**src/rtl/xcvr_media_pkg.sv**
```systemverilog
package xcvr_media_pkg;

    typedef enum logic [1:0] {
        FAULT_NONE    = 2'd0,
        FAULT_READ    = 2'd1,
        FAULT_IDENT   = 2'd2,
        FAULT_UNKNOWN = 2'd3
    } fault_e;

    typedef struct packed {
        logic   serdes;
        logic   sgmii;
        fault_e fault;
    } verdict_t;

    typedef enum logic [2:0] {
        ST_IDLE,
        ST_ID_REQ,
        ST_ID_WAIT,
        ST_BACKOFF,
        ST_FL_REQ,
        ST_FL_WAIT,
        ST_FINISH
    } seq_e;

    localparam logic [7:0] OFS_IDENT      = 8'h00;
    localparam logic [7:0] OFS_COMPLY     = 8'h06;
    localparam logic [7:0] IDENT_SOLDERED = 8'h02;
    localparam logic [7:0] IDENT_PLUGGED  = 8'h03;

    // compliance byte bit positions
    localparam int BIT_GIG_SX  = 0;
    localparam int BIT_GIG_LX  = 1;
    localparam int BIT_GIG_T   = 3;
    localparam int BIT_FAST_LX = 4;
    localparam int BIT_FAST_FX = 5;

    function automatic logic ident_ok(input logic [7:0] id);
        return (id == IDENT_SOLDERED) || (id == IDENT_PLUGGED);
    endfunction

    // outcome used whenever the module cannot be classified
    function automatic verdict_t fallback(input logic strap, input fault_e why);
        verdict_t v;
        v.serdes = !strap;
        v.sgmii  = strap;
        v.fault  = why;
        return v;
    endfunction

endpackage

```
**src/rtl/xcvr_backoff_timer.sv**
```systemverilog
module xcvr_backoff_timer #(
    parameter int CYCLES = 1000
) (
    input  logic clk,
    input  logic rst,
    input  logic load,
    output logic expired
);
    localparam int CNT_W = (CYCLES > 1) ? $clog2(CYCLES + 1) : 1;

    logic [CNT_W-1:0] cnt;
    logic             run;

    always_ff @(posedge clk) begin
        if (rst) begin
            cnt <= '0;
            run <= 1'b0;
        end else if (load) begin
            cnt <= CNT_W'(CYCLES - 1);
            run <= 1'b1;
        end else if (run) begin
            if (cnt == '0) run <= 1'b0;
            else           cnt <= cnt - 1'b1;
        end
    end

    assign expired = run && (cnt == '0);

    // a freshly loaded wait never ends in the next cycle (CYCLES >= 2)
    assert_backoff_min_R3: assert property (@(posedge clk) disable iff (rst)
        load |=> !expired);

endmodule

```
**src/rtl/xcvr_flag_decode.sv**
```systemverilog
module xcvr_flag_decode
    import xcvr_media_pkg::*;
(
    input  logic [7:0] flags,
    input  logic       strap,
    output verdict_t   verdict
);
    always_comb begin
        verdict = fallback(strap, FAULT_UNKNOWN);
        if (flags[BIT_GIG_LX] || flags[BIT_GIG_SX]) begin
            verdict = '{serdes: 1'b1, sgmii: 1'b0, fault: FAULT_NONE};
        end else if (flags[BIT_FAST_FX] || flags[BIT_FAST_LX]) begin
            verdict = '{serdes: 1'b1, sgmii: 1'b1, fault: FAULT_NONE};
        end else if (flags[BIT_GIG_T]) begin
            verdict = '{serdes: 1'b0, sgmii: 1'b1, fault: FAULT_NONE};
        end
    end

endmodule

```
**src/rtl/xcvr_media_classifier.sv**
```systemverilog
module xcvr_media_classifier
    import xcvr_media_pkg::*;
#(
    parameter int CLK_HZ   = 125_000_000,
    parameter int WAIT_MS  = 100,
    parameter int ID_TRIES = 3
) (
    input  logic       clk,
    input  logic       rst,
    input  logic       start,
    input  logic       strap_sgmii,
    input  logic       i2c_en_in,
    input  logic       cage_pwrdn_in,
    output logic       i2c_en_o,
    output logic       cage_pwrdn_o,
    output logic       rd_req,
    output logic [7:0] rd_addr,
    input  logic       rd_done,
    input  logic       rd_err,
    input  logic [7:0] rd_data,
    output logic       done,
    output logic       media_serdes,
    output logic       sgmii_on,
    output logic [1:0] fault
);
    localparam int WAIT_CYC = (CLK_HZ / 1000) * WAIT_MS;
    localparam int TRY_W    = $clog2(ID_TRIES + 1);

    seq_e             state;
    logic [TRY_W-1:0] fails;
    verdict_t         result;
    verdict_t         decoded;
    logic             tmr_load;
    logic             tmr_expired;
    logic             busy;
    logic             last_try;

    xcvr_backoff_timer #(.CYCLES(WAIT_CYC)) u_backoff (
        .clk     (clk),
        .rst     (rst),
        .load    (tmr_load),
        .expired (tmr_expired)
    );

    xcvr_flag_decode u_decode (
        .flags   (rd_data),
        .strap   (strap_sgmii),
        .verdict (decoded)
    );

    assign busy     = (state != ST_IDLE);
    assign last_try = (fails == TRY_W'(ID_TRIES - 1));
    assign tmr_load = (state == ST_ID_WAIT) && rd_done && rd_err && !last_try;

    always_ff @(posedge clk) begin
        if (rst) begin
            state  <= ST_IDLE;
            fails  <= '0;
            result <= '{serdes: 1'b0, sgmii: 1'b0, fault: FAULT_NONE};
        end else begin
            unique case (state)
                ST_IDLE: if (start) begin
                    state <= ST_ID_REQ;
                    fails <= '0;
                end
                ST_ID_REQ: state <= ST_ID_WAIT;
                ST_ID_WAIT: if (rd_done) begin
                    if (rd_err) begin
                        if (last_try) begin
                            result <= fallback(strap_sgmii, FAULT_READ);
                            state  <= ST_FINISH;
                        end else begin
                            fails <= fails + 1'b1;
                            state <= ST_BACKOFF;
                        end
                    end else if (!ident_ok(rd_data)) begin
                        result <= fallback(strap_sgmii, FAULT_IDENT);
                        state  <= ST_FINISH;
                    end else begin
                        state <= ST_FL_REQ;
                    end
                end
                ST_BACKOFF: if (tmr_expired) state <= ST_ID_REQ;
                ST_FL_REQ:  state <= ST_FL_WAIT;
                ST_FL_WAIT: if (rd_done) begin
                    result <= rd_err ? fallback(strap_sgmii, FAULT_READ) : decoded;
                    state  <= ST_FINISH;
                end
                ST_FINISH: state <= ST_IDLE;
                default:   state <= ST_IDLE;
            endcase
        end
    end

    assign rd_req       = (state == ST_ID_REQ) || (state == ST_FL_REQ);
    assign rd_addr      = (state == ST_FL_REQ) ? OFS_COMPLY : OFS_IDENT;
    assign done         = (state == ST_FINISH);
    assign i2c_en_o     = busy ? 1'b1 : i2c_en_in;
    assign cage_pwrdn_o = busy ? 1'b0 : cage_pwrdn_in;
    assign media_serdes = result.serdes;
    assign sgmii_on     = result.sgmii;
    assign fault        = result.fault;

    assert_ctrl_held_R2: assert property (@(posedge clk) disable iff (rst)
        rd_req |-> (i2c_en_o && !cage_pwrdn_o));

    assert_ctrl_restored_R2: assert property (@(posedge clk) disable iff (rst)
        done |=> (i2c_en_o == i2c_en_in) && (cage_pwrdn_o == cage_pwrdn_in));

    assert_req_single_R3: assert property (@(posedge clk) disable iff (rst)
        rd_req |=> !rd_req);

    assert_try_bound_R3: assert property (@(posedge clk) disable iff (rst)
        fails < TRY_W'(ID_TRIES));

    assert_copper_sgmii_R7: assert property (@(posedge clk) disable iff (rst)
        (done && !media_serdes) |-> sgmii_on);

    assert_done_pulse_R10: assert property (@(posedge clk) disable iff (rst)
        done |=> !done);

    assert_hold_R10: assert property (@(posedge clk) disable iff (rst)
        (!busy && !start) |=> $stable({media_serdes, sgmii_on, fault}));

endmodule

```
**config.mk**
```make
export PLATFORM = sky130hd
export DESIGN_NAME = xcvr_media_classifier
export DESIGN_NICKNAME = d
export VERILOG_FILES = /design/src/rtl/xcvr_media_pkg.sv /design/src/rtl/xcvr_backoff_timer.sv /design/src/rtl/xcvr_flag_decode.sv /design/src/rtl/xcvr_media_classifier.sv
export SDC_FILE = /design/constraint.sdc
export NUM_CORES = 1
export LEC_CHECK = 0
export ABC_CLOCK_PERIOD_IN_PS = 6400
export BUFFER_PORTS_ARGS = -buffer_cell sky130_fd_sc_hd__buf_2
export CAP_MARGIN = 20
export CELL_PAD_IN_SITES_DETAIL_PLACEMENT = 2
export CELL_PAD_IN_SITES_GLOBAL_PLACEMENT = 2
export CORE_MARGIN = 4
export CORE_UTILIZATION = 37
export CTS_CLUSTER_SIZE = 8
export DETAILED_ROUTE_END_ITERATION = 12
export GPL_TIMING_DRIVEN = 0
export PLACE_DENSITY = 0.95
export SLEW_MARGIN = 10
export SYNTH_ARGS = -nofsm -noshare
export SYNTH_HDL_FRONTEND = slang
export SYNTH_SLANG_ARGS = --single-unit
```
**constraint.sdc**
```tcl
create_clock -name clk -period 6.4 [get_ports clk]
set_clock_uncertainty 0.15 [all_clocks]
set_input_delay 0.64 -clock clk [delete_from_list [all_inputs] [get_ports clk]]
set_output_delay 0.64 -clock clk [all_outputs]
set_load 0.01 [all_outputs]
```
# Word level (Yosys, flattened, before mapping)
# Cells that the tools add are included.
[classes] bitwise=1 n_mux=32 reduce_logical=22 add_sub_neg=2 eq_ne=18
[op_table] operator="$mux 24" n=3
[op_table] operator="$mux 4" n=9
[op_table] operator="$logic_not 24->1" n=1
[op_table] operator="$sub 24x1->24 const B" n=1
[op_table] operator="$mux 3" n=7
[op_table] operator="$pmux 3 s6" n=1
[op_table] operator="$eq 8x2->1 const B" n=2
[op_table] operator="$ne 2x2->1 const B" n=7
[op_table] operator="$mux 2" n=5
[op_table] operator="$reduce_and 5->1" n=2
[op_table] operator="$eq 3x3->1 const B" n=3
[op_table] operator="$pmux 4 s2" n=1
[op_table] operator="$eq 3x2->1 const B" n=2
[op_table] operator="$ne 3x3->1 const B" n=2
[op_table] operator="$reduce_bool 2->1" n=3
[op_table] operator="$mux 1" n=5
[op_table] operator="$logic_and 1x1->1" n=4
[op_table] operator="$logic_or 1x1->1" n=4
[op_table] operator="$pmux 2 s2" n=1
[op_table] operator="$reduce_and 2->1" n=2
[op_table] operator="$reduce_and 4->1" n=1
[op_table] operator="$eq 3x1->1 const B" n=1
[op_table] operator="$logic_not 3->1" n=1
[op_table] operator="$reduce_bool 3->1" n=1
[op_table] operator="other kinds (5)" n=6
[totals] register_bits=34 inputBits=16 elab_cells=83 output_inout_bits=16

# Longest topological paths before layout
# Gate-level depths: netlist (run 1).
[depth] ltp_word=7 depth_mapped=7 mapped_depth_nobuf=7

# By module
# A second synthesis (run 1) with hierarchy kept.
[hier_totals] hier_cells=236 hier_area_um2=2108.3
[modules_own_cells] module="xcvr_backoff_timer" area_per_inst_um2=1376.3 cells_each=144 seq_area_each_um2=500.5 instances=1
[modules_own_cells] module="xcvr_media_classifier" area_per_inst_um2=690.7 cells_each=86 seq_area_each_um2=180.2 instances=1
[modules_own_cells] module="xcvr_flag_decode" area_per_inst_um2=41.3 cells_each=6 seq_area_each_um2=0.0 instances=1

# Worst setup path after synthesis (run 1)
# No wires, ideal clock.
[synth_timing] path_type="input-to-reg" startpoint="input port rd_data[3]" endpoint="register result (netlist bit sgmii_on)" stages=5 arrival_time_ns=2.163 path_slack_ns=3.960 required_time_ns=6.122 setup_ns=0.128 path_buffers=0 cell_sequence="or3_1 or4_1 o311ai_4 mux2i_1 nor2_1"
[synth_between] elab_chain_len=6 word_cells_on_any_way=11 cone_classes="3 x eq/ne; 6 x mux; 2 x reduce/logical"
[synth_lines] element="start: declaration" line="xcvr_media_classifier.sv:20" rtl="input logic [7:0] rd_data,"
[synth_lines] element="$mux 4" line="xcvr_flag_decode.sv:14" rtl="end else if (flags[BIT_GIG_T]) begin"
[synth_lines] element="$mux 4" line="xcvr_flag_decode.sv:12" rtl="end else if (flags[BIT_FAST_FX] || flags[BIT_FAST_LX]) begin"
[synth_lines] element="$mux 4" line="xcvr_flag_decode.sv:10" rtl="if (flags[BIT_GIG_LX] || flags[BIT_GIG_SX]) begin"
[synth_lines] element="$mux 4" line="xcvr_media_classifier.sv:86" rtl="result <= rd_err ? fallback(strap_sgmii, FAULT_READ) : decoded;"
[synth_lines] element="$mux 4" line="xcvr_media_classifier.sv:85" rtl="ST_FL_WAIT: if (rd_done) begin"
[synth_lines] element="$pmux 4 s2" line="xcvr_media_classifier.sv:61" rtl="unique case (state)"
[synth_lines] element="end signal: assignment" line="xcvr_media_classifier.sv:59" rtl="result <= '{serdes: 1'b0, sgmii: 1'b0, fault: FAULT_NONE};"
[synth_lines] element="end signal: assignment" line="xcvr_media_classifier.sv:70" rtl="result <= fallback(strap_sgmii, FAULT_READ);"
[synth_lines] element="end signal: assignment" line="xcvr_media_classifier.sv:86"
[synth_lines] element="end: declaration" line="xcvr_media_classifier.sv:31" rtl="verdict_t result;"
# Several ways; a longest one is shown, not always the timed one. The select of a mux whose other input is x is not followed.
# A chain may end at the register's enable or synchronous reset.

# Worst setup path after layout (run 1)
[layout_timing] startpoint="register state[1]" endpoint="output port rd_addr[2]"
[layout_between] elab_chain_len=2
[layout_lines] element="start: declaration" line="xcvr_media_classifier.sv:29" rtl="seq_e state;"
[layout_lines] element="start signal: assignment" line="xcvr_media_classifier.sv:57" rtl="state <= ST_IDLE;"
[layout_lines] element="start signal: assignment" line="xcvr_media_classifier.sv:63" rtl="state <= ST_ID_REQ;"
[layout_lines] element="start signal: assignment" line="xcvr_media_classifier.sv:66" rtl="ST_ID_REQ: state <= ST_ID_WAIT;"
[layout_lines] element="$eq 3x3->1" line="xcvr_media_classifier.sv:96" rtl="assign rd_addr = (state == ST_FL_REQ) ? OFS_COMPLY : OFS_IDENT;"
[layout_lines] element="$mux 3" line="xcvr_media_classifier.sv:96"
[layout_lines] element="end: declaration" line="xcvr_media_classifier.sv:17" rtl="output logic [7:0] rd_addr,"
# No other way between the ends.

==> out/summary.txt, run 1 <==
Tightest Hold Check Type -> flop to flop
total power -> 0.735 mW
Synth Area in XOR/XNOR -> 0.0342
mux contribution to synthesized area -> 0.00488
fillers -> 571
Core Footprint -> 5240 um2
Max-slew headroom -> 0.530
P&R area growth vs syn -> 18.2%
PnR worst setup slack -> 3.72 ns
Core Util, Final -> 0.463
syn_area_per_cell -> 8.84 um2
Setup Crit Path Kind -> flop to output port
met1 usage -> 0.302
Final Setup Violations -> 0
first-pass GRT wire length -> 12.8 mm
initial core utilization -> 0.392
routability congestion estimate -> 0.756
Synth Area in Compound Gates -> 0.215
pre-CTS setup slack -> 3.67 ns
via/cell ratio -> 6.01
R2R depth -> 7
Synth Flop Type -> dfxtp_1
routed len/inst -> 22.8 um
Mapped Cells -> 232
Distinct cells, synth -> 55
gr ovfl total -> 0
final hold slack -> 0.353 ns
DP Cell Count -> 332
CTS tree -> built
antenna violations before repair -> 0
Final Cell Area -> 2420 um2
Die Y -> 82.4 um
count of nets after finishing -> 288
IO Count -> 32
Least-Margin Pin Slew -> 0.696 ns
# rows -> 26
HPWL Detailed -> 4.78 mm
Worst setup SP type -> flop
Setup Fix Bufs, Post-CTS -> 0
Mapped Area -> 2050 um2
Fmax -> 373 MHz
worst endpoint data arrival time -> 1.89 ns
crit path cell chain -> clkbuf_1 -> clkbuf_1 -> nand2b_1 -> nor2_1 -> buf_4 -> buf_2
crit-path max cell delay -> 0.40 ns
area share of the largest cell type after synthesis -> 0.332
Yosys warnings -> 0
first-pass iteration count of the detailed router -> 4
Routed Wire Length -> 7.75 mm
Reg clk slew, reported paths -> 0.08 ns
Synth Area in Simple Gates -> 0.319
H-Tree Depth -> 2
CP endpoint kind -> output port
post-synthesis async set-or-reset flop share -> 0
Synth Register Bits -> 34
most used cell along the critical path -> clkbuf_1
Final Hold Fails -> 0
max-cap violation count -> 0
Hold Path Stages -> 2
adder-cell share of the synthesized area -> 0.0183
worst r2r src -> u_backoff.cnt[11]
cts bufs inserted -> 5
diode count -> 0
Port Buffers -> 25
fin cells -> 340
Slowest-stage cell, CP -> clkbuf_1
met3 Use GR -> 0.0466
FF-to-FF setup slack -> 3.89 ns
Vias -> 2,045
reg-to-reg endpoint -> u_backoff.cnt[21]
post-route ant nets -> 0
Top Usage Layer GRT -> met2
GR Util All Layers -> 0.255
Period Utilization, post-route -> 0.419
routing usage on met2 -> 0.455
placed cell areas -> 2280 um2
largest family of logic cells by synthesized area -> simple AND/OR/NAND/NOR gates
Worst Hold End -> u_backoff.cnt[14]
commonest non-fill, non-tap cell in the layout -> dfxtp_1
Hold Startpoint -> u_backoff.cnt[14]
RSZ-0062 raised after global routing -> false
CTS resizes -> 0
cts hold-fix bufs -> 0
largest net degree at the start of global routing -> 12
most frequent cells in the layout -> dfxtp_1, buf_2, a21oi_1, nor2_1, or3_1
Worst EP required -> 5.61 ns
clock sinks -> 34
Die Width -> 82.4 um
clock buffer depth -> 2
die area -> 6800 um2
Post-route DRC -> 0
sequential area share after synthesis -> 0.332
number of global-route vias before repair -> 2,212
Final Critical Period -> 2.68 ns
outcome -> finished clean
share of post-route cells with drive strength above 1 -> 0.226
leak pwr -> 0.929 nW
most area-hungry cell type in the Yosys netlist -> dfxtp_1
Worst IR Drop VDD -> 0.119 mV
Root Driver -> clkbuf_8
Sum Neg Setup Slack -> 0 ns
top cells by area, synth -> dfxtp_1, or3_1, a21oi_1
pwr/cell area -> 303 nW/um2
initial drt markers -> 128
Post-synth EDFFs -> 0
clk_lat worst skew -> 0.30 ns
count of pins over their slew limit -> 0
crit-path max FO -> 10
==> critical path, delay by kind of cell, from the launching register on <==
| kind | cells | cell delay, ns |
|---|---|---|
| buffers and inverters | 4 | 0.98 |
| AND/OR/NAND/NOR | 2 | 0.29 |
| flip-flops | 1 | 0.32 |
==> flip-flops by register name, indices dropped and copies added (netlist names) <==
| signal | count |
|---|---|
| u_backoff.cnt | 24 |
| fault | 2 |
| u_backoff.run | 1 |
| sgmii_on | 1 |
| media_serdes | 1 |
| state | 3 |
| fails | 2 |
==> power by group <==
part	leakage, nW	switching (mW)	total (mW)	internal [mW]
logic	0.582	0.143	0.233	0.0904
clock network	0.0714	0.0920	0.258	0.166
registers	0.276	0.0176	0.244	0.227
total	0.929	0.252	0.735	0.483
==> cell type report <==
class                   count  area [um2]  area share
plain buffers              20         135      0.0557
clock buffers               6        82.6      0.0341
clock inverters             2        60.1      0.0248
inverters                   5        18.8     0.00774
multi-input cells         178        1230       0.509
flip-flops and latches     34         681       0.281
well taps                  70        87.6      0.0361
repair buffers             25         125      0.0516
==> logic make-up (layout without fill, tap and decap cells) <==
family / after synthesis / after routing
compound gates: 63 / 63
xor+xnor: 8 / 8
fa+ha+maj: 3 / 3
buf+inv: 25 / 58
flops: 34 / 34
mux: 1 / 1
other cells: 1 / 6
simple gates: 97 / 97
==> worst max path at each step <==
| stage | startpoint | endpoint | slack, ns | cells past startpoint |
|---|---|---|---|---|
| 3_5_place_dp | rd_data[3] | sgmii_on | 3.67 | 6 |
| 5_1_grt | state[1] | rd_addr[2] | 3.59 | 6 |
| 6_report | state[1] | rd_addr[2] | 3.72 | 6 |
| 2_1_floorplan | rd_data[3] | sgmii_on | 3.96 | 5 |
| 3_3_place_gp | rd_data[3] | sgmii_on | 3.70 | 6 |
| 4_1_cts | state[1] | rd_addr[2] | 3.72 | 6 |
==> synthesized netlist by cell type, drive strengths merged (8+ instances only) <==
cell / count
o21ai: 11
nand2: 9
a31oi: 10
nor2: 16
a21oi: 19
dfxtp: 34
clkbuf: 8
nor3: 10
or3: 18
o31ai: 11
or4: 12
buf: 12
==> metal layers <==
layer / part of all wire / routed length [um]
met2: 0.53 / 4070
met5: 0 / 0
met1: 0.42 / 3250
met3: 0.031 / 240
met4: 0.024 / 185
No activity file was read; power rests on OpenSTA's default activity.
==> inputs of run 2 (changes only) <==
--- a/config.mk
+++ b/config.mk
@@ -5,17 +5,17 @@
 export SDC_FILE = /design/constraint.sdc
 export NUM_CORES = 1
 export LEC_CHECK = 0
-export ABC_CLOCK_PERIOD_IN_PS = 6400
+export ABC_CLOCK_PERIOD_IN_PS = 2160
 export BUFFER_PORTS_ARGS = -buffer_cell sky130_fd_sc_hd__buf_2
 export CAP_MARGIN = 20
 export CELL_PAD_IN_SITES_DETAIL_PLACEMENT = 2
 export CELL_PAD_IN_SITES_GLOBAL_PLACEMENT = 2
 export CORE_MARGIN = 4
-export CORE_UTILIZATION = 37
+export CORE_UTILIZATION = 31
 export CTS_CLUSTER_SIZE = 8
 export DETAILED_ROUTE_END_ITERATION = 12
 export GPL_TIMING_DRIVEN = 0
-export PLACE_DENSITY = 0.95
+export PLACE_DENSITY = 0.88
 export SLEW_MARGIN = 10
 export SYNTH_ARGS = -nofsm -noshare
 export SYNTH_HDL_FRONTEND = slang
==> constraint.sdc (replaced) <==
create_clock -name clk -period 2.16 [get_ports clk]
set_clock_uncertainty 0.15 [all_clocks]
set_input_delay 0.216 -clock clk [delete_from_list [all_inputs] [get_ports clk]]
set_output_delay 0.216 -clock clk [all_outputs]
set_load 0.01 [all_outputs]
==> run 2 against run 1 <==
Net effect:
- the flow now finishes with violations (setup timing)
- first-iteration DRC count fell by 46%
- global-route usage fell by 6.8 points
- core utilization fell by 3.3 points
- via count rose by 0.24%
- flip-flop and latch count did not move
- non-clock buffer count rose by 15
- largest power group is now combinational cells
==> out/summary.txt, run 2 (same netlist as run 1, synthesis figures left out) <==
DP Cell Count -> 339 (+2.1%)
first-pass GRT wire length -> 11.4 mm (-11%)
count of pins over their slew limit -> 0 (unchanged)
Root Driver -> clkbuf_8
Final Critical Period -> 2.35 ns
H-Tree Depth -> 2 (unchanged)
Fmax -> 425 MHz
Core Util, Final -> 0.430 (-0.0333)
net switching power -> 0.844 mW (+230%)
P&R area growth vs syn -> 33.8%
Final Hold Fails -> 0 (unchanged)
number of global-route vias before repair -> 2,240 (+1.3%)
initial core utilization -> 0.321 (-0.0704)
largest registers -> u_backoff.cnt (24), state (3)
Sw Ratio -> 0.359 (+0.0161)
pre-CTS setup slack -> -0.219 ns (-3.89 ns)
Core Footprint -> 6390 um2 (+22%)
Max-slew headroom -> 0.504 (-0.0262)
Clock Power Share -> 0.261 (-0.090)
register area -> 697 um2 (+2.4%)
Tightest Hold Check Type -> primary input to flop
Worst IR Drop VDD -> 0.365 mV (+210%)
failing checks -> setup timing
routability congestion estimate -> 0.750 (-0.79%)
largest net degree at the start of global routing -> 11 (-1)
pwr/cell area -> 857 nW/um2 (+180%)
Post-route DRC -> 0 (unchanged)
CP endpoint kind -> flop
number of flip-flops in the largest register -> 24 (unchanged)
Reg clk slew, reported paths -> 0.07 ns (about the same)
clk_lat worst skew -> 0.29 ns (about the same)
routed len/inst -> 21.0 um (-8.0%)
CTS tree -> built
share of post-route cells with drive strength above 1 -> 0.373 (+0.147)
Die Width -> 89.3 um (+8.4%)
first-pass iteration count of the detailed router -> 4 (unchanged)
total power -> 2.35 mW (+220%)
initial drt markers -> 69 (-46%)
Final Setup Violations -> 25 (+25)
max-cap violation count -> 0 (unchanged)
Routed Wire Length -> 7.57 mm (-2.3%)
antenna violations before repair -> 0 (unchanged)
Multi-input gate area -> 1380 um2 (+12%)
fin cells -> 361 (+6.2%)
Vias -> 2,050 (+0.24%)
outcome -> complete, but fails checks
Setup Crit Path Kind -> flop to flop
crit-path max FO -> 5 (-5)
diode count -> 0 (unchanged)
worst endpoint data arrival time -> 2.41 ns (+0.52 ns)
cts hold-fix bufs -> 0 (unchanged)
most frequent cells in the layout -> dfxtp_1, buf_2, buf_4, nor2_1, a21oi_1
post-route ant nets -> 0 (unchanged)
count of nets after finishing -> 303 (+5.2%)
Die Y -> 89.3 um (+8.4%)
IO Count -> 32 (unchanged)
fillers -> 701 (+23%)
Period Utilization, post-route -> 1.09
Worst setup SP type -> flop
Comb pwr share -> 0.428 (+0.111)
Least-Margin Pin Slew -> 0.745 ns (+0.0487 ns)
gr ovfl total -> 0 (unchanged)
PnR worst setup slack -> -0.192 ns (-3.91 ns)
clock buffer depth -> 2 (unchanged)
Pint -> 1.51 mW (+210%)
clock sinks -> 34 (unchanged)
Port Buffers -> 25 (unchanged)
via/cell ratio -> 5.68 (-5.6%)
Reg with most FFs -> u_backoff.cnt
sequential fraction of design power -> 0.311 (-0.021)
GR Util All Layers -> 0.187 (-0.0677)
HPWL Detailed -> 4.42 mm (-7.5%)
RSZ-0062 raised after global routing -> true
die area -> 7980 um2 (+17%)
Worst EP required -> 2.22 ns (-3.39 ns)
leak pwr -> 1.05 nW (+13%)
# rows -> 29 (+12%)
cts bufs inserted -> 5 (unchanged)
[run 2: worst paths after layout]
check / start / endpoint / slack [ns] / depth (start not counted)
hold / removal: rst / u_backoff.cnt[17] / 0.02 / 2
hold reg to reg: u_backoff.cnt[14] / u_backoff.cnt[14] / 0.35 / 2
setup reg to reg: u_backoff.cnt[5] / u_backoff.cnt[13] / -0.19 / 7
setup / recovery: u_backoff.cnt[5] / u_backoff.cnt[13] / -0.19 / 7
[run 2: final cells by class]
class | instances | share of cell area
clock buffers | 6 | 0.0301
clock inverters | 1 | 0.0109
well taps | 77 | 0.0351
repair buffers | 43 | 0.114
inverters | 5 | 0.00684
plain buffers | 17 | 0.0470
multi-input cells | 178 | 0.503
flip-flops and latches | 34 | 0.254
[run 2: metrics by stage]
stage	TNS (ns)	hold slack, ns	cell area [um2]
floorplan	0	0.135	2070
global placement	-2.01	0.301	2290
detailed placement	-3.82	0.329	2290
CTS	-1.41	0.00955	2560
global route	-4.21	0.0201	2740
finish	-2.40	0.0153	2740
[run 2: what timing repair did]
| action | CTS | global route |
|---|---|---|
| pin swaps | 7 | 25 |
| gates cloned | 3 | 0 |
| setup buffers | 10 | 5 |
| gates resized for setup | 18 | 33 |
| endpoints found under the setup margin | 28 | 28 |
[run 2: power groups by stage]
stage,Clock (mW),Sequential (mW),Combinational (mW)
floorplan,0,0.719,0.489
global placement,0,0.728,0.607
detailed placement,0,0.732,0.630
CTS,0.628,0.723,0.785
global route,0.656,0.739,1.06
finish,0.614,0.731,1.01
[run 2: critical path, cell delays in order, from the launching register on]
cell and delay, ns:
dfxtp_2 0.34, or3_1 0.37, or3_4 0.35, buf_6 0.15
o311ai_4 0.42, buf_6 0.21, o31ai_1 0.08, a31oi_1 0.21
[run 2: per-layer routing]
metal,routed length (um),vias to the layer above,global-route usage,part of all wire
met5,0,-,0,0
met4,148,0,0.0541,0.020
met3,239,15,0.0350,0.032
met2,4190,42,0.350,0.55
met1,2990,1034,0.214,0.40
li1,-,959,-,-
==> inputs of run 3 (changes only) <==
--- a/config.mk
+++ b/config.mk
@@ -11,11 +11,12 @@
 export CELL_PAD_IN_SITES_DETAIL_PLACEMENT = 2
 export CELL_PAD_IN_SITES_GLOBAL_PLACEMENT = 2
 export CORE_MARGIN = 4
-export CORE_UTILIZATION = 31
+export CORE_UTILIZATION = 32
+export CTS_BUF_LIST = sky130_fd_sc_hd__clkbuf_2 sky130_fd_sc_hd__clkbuf_4 sky130_fd_sc_hd__clkbuf_8
 export CTS_CLUSTER_SIZE = 8
 export DETAILED_ROUTE_END_ITERATION = 12
 export GPL_TIMING_DRIVEN = 0
-export PLACE_DENSITY = 0.88
+export PLACE_DENSITY = 0.9
 export SLEW_MARGIN = 10
 export SYNTH_ARGS = -nofsm -noshare
 export SYNTH_HDL_FRONTEND = slang
==> run 3 against run 2 <==
Net effect:
- the flow still finishes with violations (setup timing)
- non-clock buffer count shrank 4
- combinational power decreased by 9%
- power rose by 2.6%
- first-iteration DRC count shrank 17%
- sequential power rose by 0.7%
- core utilization rose by 2.7 points
- design area increased by 0.82%
- count of clock-buffer cells in the layout unchanged
- worst hold slack better by 0.028 ns
- via count down 0.15%
- critical path depth stayed put
==> out/summary.txt, run 3 (same netlist as run 1, synthesis figures left out) <==
outcome -> complete, but fails checks
failing checks -> setup timing
CP endpoint kind -> flop
Reg clk slew, reported paths -> 0.07 ns (about the same)
Die Width -> 88.1 um (-1.4%)
cts bufs inserted -> 5 (unchanged)
HPWL Detailed -> 4.48 mm (+1.4%)
H-Tree Depth -> 2 (unchanged)
met3 wire len -> 250 um (+4.6%)
P&R area growth vs syn -> 34.9%
leak pwr -> 1.04 nW (-1.4%)
via/cell ratio -> 5.75 (+1.3%)
crit-path max FO -> 5 (unchanged)
Final Hold Fails -> 0 (unchanged)
Worst EP required -> 2.16 ns (-0.06 ns)
clock buffer depth -> 2 (unchanged)
FF-to-FF setup slack -> -0.25 ns (-0.06 ns)
Reg with most FFs -> u_backoff.cnt
diode count -> 0 (unchanged)
CTS tree -> built
Setup Crit Path Kind -> flop to flop
first-pass GRT wire length -> 12.3 mm (+8.1%)
RSZ-0062 raised after global routing -> true
Die Y -> 88.1 um (-1.4%)
initial core utilization -> 0.338 (+0.0172)
# rows -> 28 (-3.4%)
Core Footprint -> 6060 um2 (-5.1%)
placed cell areas -> 2290 um2 (-0.11%)
initial drt markers -> 57 (-17%)
antenna violations before repair -> 0 (unchanged)
uppermost layer routed -> met4
IO Count -> 32 (unchanged)
die area -> 7750 um2 (-2.8%)
Post-route DRC -> 0 (unchanged)
Root Driver -> clkbuf_8
Worst setup SP type -> flop
cts hold-fix bufs -> 0 (unchanged)
Metal-1 WL -> 3.02 mm (+1.0%)
DP Cell Count -> 337 (-0.59%)
Final Cell Area -> 2770 um2 (+0.82%)
final hold slack -> 0.0434 ns (+0.0282 ns)
Worst IR Drop VDD -> 0.491 mV (+35%)
worst endpoint data arrival time -> 2.41 ns (about the same)
clk_lat worst skew -> 0.31 ns (+0.02 ns)
largest registers -> u_backoff.cnt (24), state (3)
routability congestion estimate -> 0.776 (+3.6%)
Least-Margin Pin Slew -> 0.675 ns (-0.0694 ns)
first-pass iteration count of the detailed router -> 4 (unchanged)
count of pins over their slew limit -> 0 (unchanged)
most frequent cells in the layout -> buf_2, dfxtp_1, a21oi_1, nor2_1
GR Util All Layers -> 0.209 (+0.0219)
share of post-route cells with drive strength above 1 -> 0.377 (+0.00398)
Routed Wire Length -> 7.73 mm (+2.1%)
number of global-route vias before repair -> 2,272 (+1.4%)
WL met2 -> 4.19 mm (about the same)
max-cap violation count -> 0 (unchanged)
number of flip-flops in the largest register -> 24 (unchanged)
Max-slew headroom -> 0.550 (+0.0463)
Fmax -> 414 MHz (-2.6%)
Final Setup Violations -> 23 (-8.0%)
PnR worst setup slack -> -0.254 ns (-0.0625 ns)
routed len/inst -> 21.7 um (+3.5%)
post-route ant nets -> 0 (unchanged)
commonest non-fill, non-tap cell in the layout -> buf_2
count of nets after finishing -> 299 (-1.3%)
pwr/cell area -> 872 nW/um2 (+1.8%)
pre-CTS setup slack -> -0.231 ns (-0.0120 ns)
Final Critical Period -> 2.41 ns (+0.0625 ns)
Period Utilization, post-route -> 1.12 (+0.0289)
Vias -> 2,047 (-0.15%)
largest net degree at the start of global routing -> 12 (+1)
Port Buffers -> 25 (unchanged)
gr ovfl total -> 0 (unchanged)
fin cells -> 356 (-1.4%)
Tightest Hold Check Type -> primary input to flop
clock sinks -> 34 (unchanged)
==> run 3: worst max-delay path, cell delays in order (launching register included) <==
cell and delay (ns):
dfxtp_2 0.34, or4_4 0.56, nor4_4 0.34, o311ai_4 0.22
buf_6 0.18, buf_4 0.12, o41ai_2 0.22, a31oi_1 0.13
==> run 3: where the power goes <==
group	internal (mW)	switching (mW)	total, mW
clock network	0.493	0.266	0.759
logic	0.399	0.518	0.918
registers	0.674	0.0621	0.736
==> run 3: repair_timing <==
action,CTS,global route
gates resized for setup,24,30
setup buffers,7,5
cloned,3,0
setup endpoints to repair,25,27
pin swaps,14,18
==> run 3: final timing paths <==
| check | start | to | depth (start not counted) |
|---|---|---|---|
| worst max register to register | u_backoff.cnt[6] | u_backoff.cnt[19] | 7 |
| worst max-delay path | u_backoff.cnt[6] | u_backoff.cnt[19] | 7 |
| worst min register to register | fault[1] | fault[1] | 2 |
| worst min-delay path | rst | fault[0] | 2 |
==> run 3: cell type report <==
| class | instances | area, um2 |
|---|---|---|
| fillers | 649 | 3290 |
| multi-input cells | 178 | 1410 |
| flip-flops and latches | 34 | 696 |
| repair buffers | 39 | 278 |
| plain buffers | 17 | 129 |
| well taps | 75 | 93.8 |
| clock buffers | 6 | 82.6 |
| clock inverters | 2 | 60.1 |
| inverters | 5 | 18.8 |
==> run 3: through the flow <==
step | power, mW | setup TNS (ns) | util
after floorplan | 1.21 | 0 | -
after global placement | 1.33 | -1.81 | 0.378
after detailed placement | 1.38 | -3.40 | 0.378
after CTS | 2.36 | -2.49 | 0.435
after global routing | 2.53 | -5.13 | 0.456
final | 2.41 | -3.06 | 0.456
==> run 3: metal layers <==
metal,track usage,up-vias
met3,0.0508,19
met2,0.392,49
met4,0.0701,0
met5,0,-
li1,-,962
met1,0.228,1017
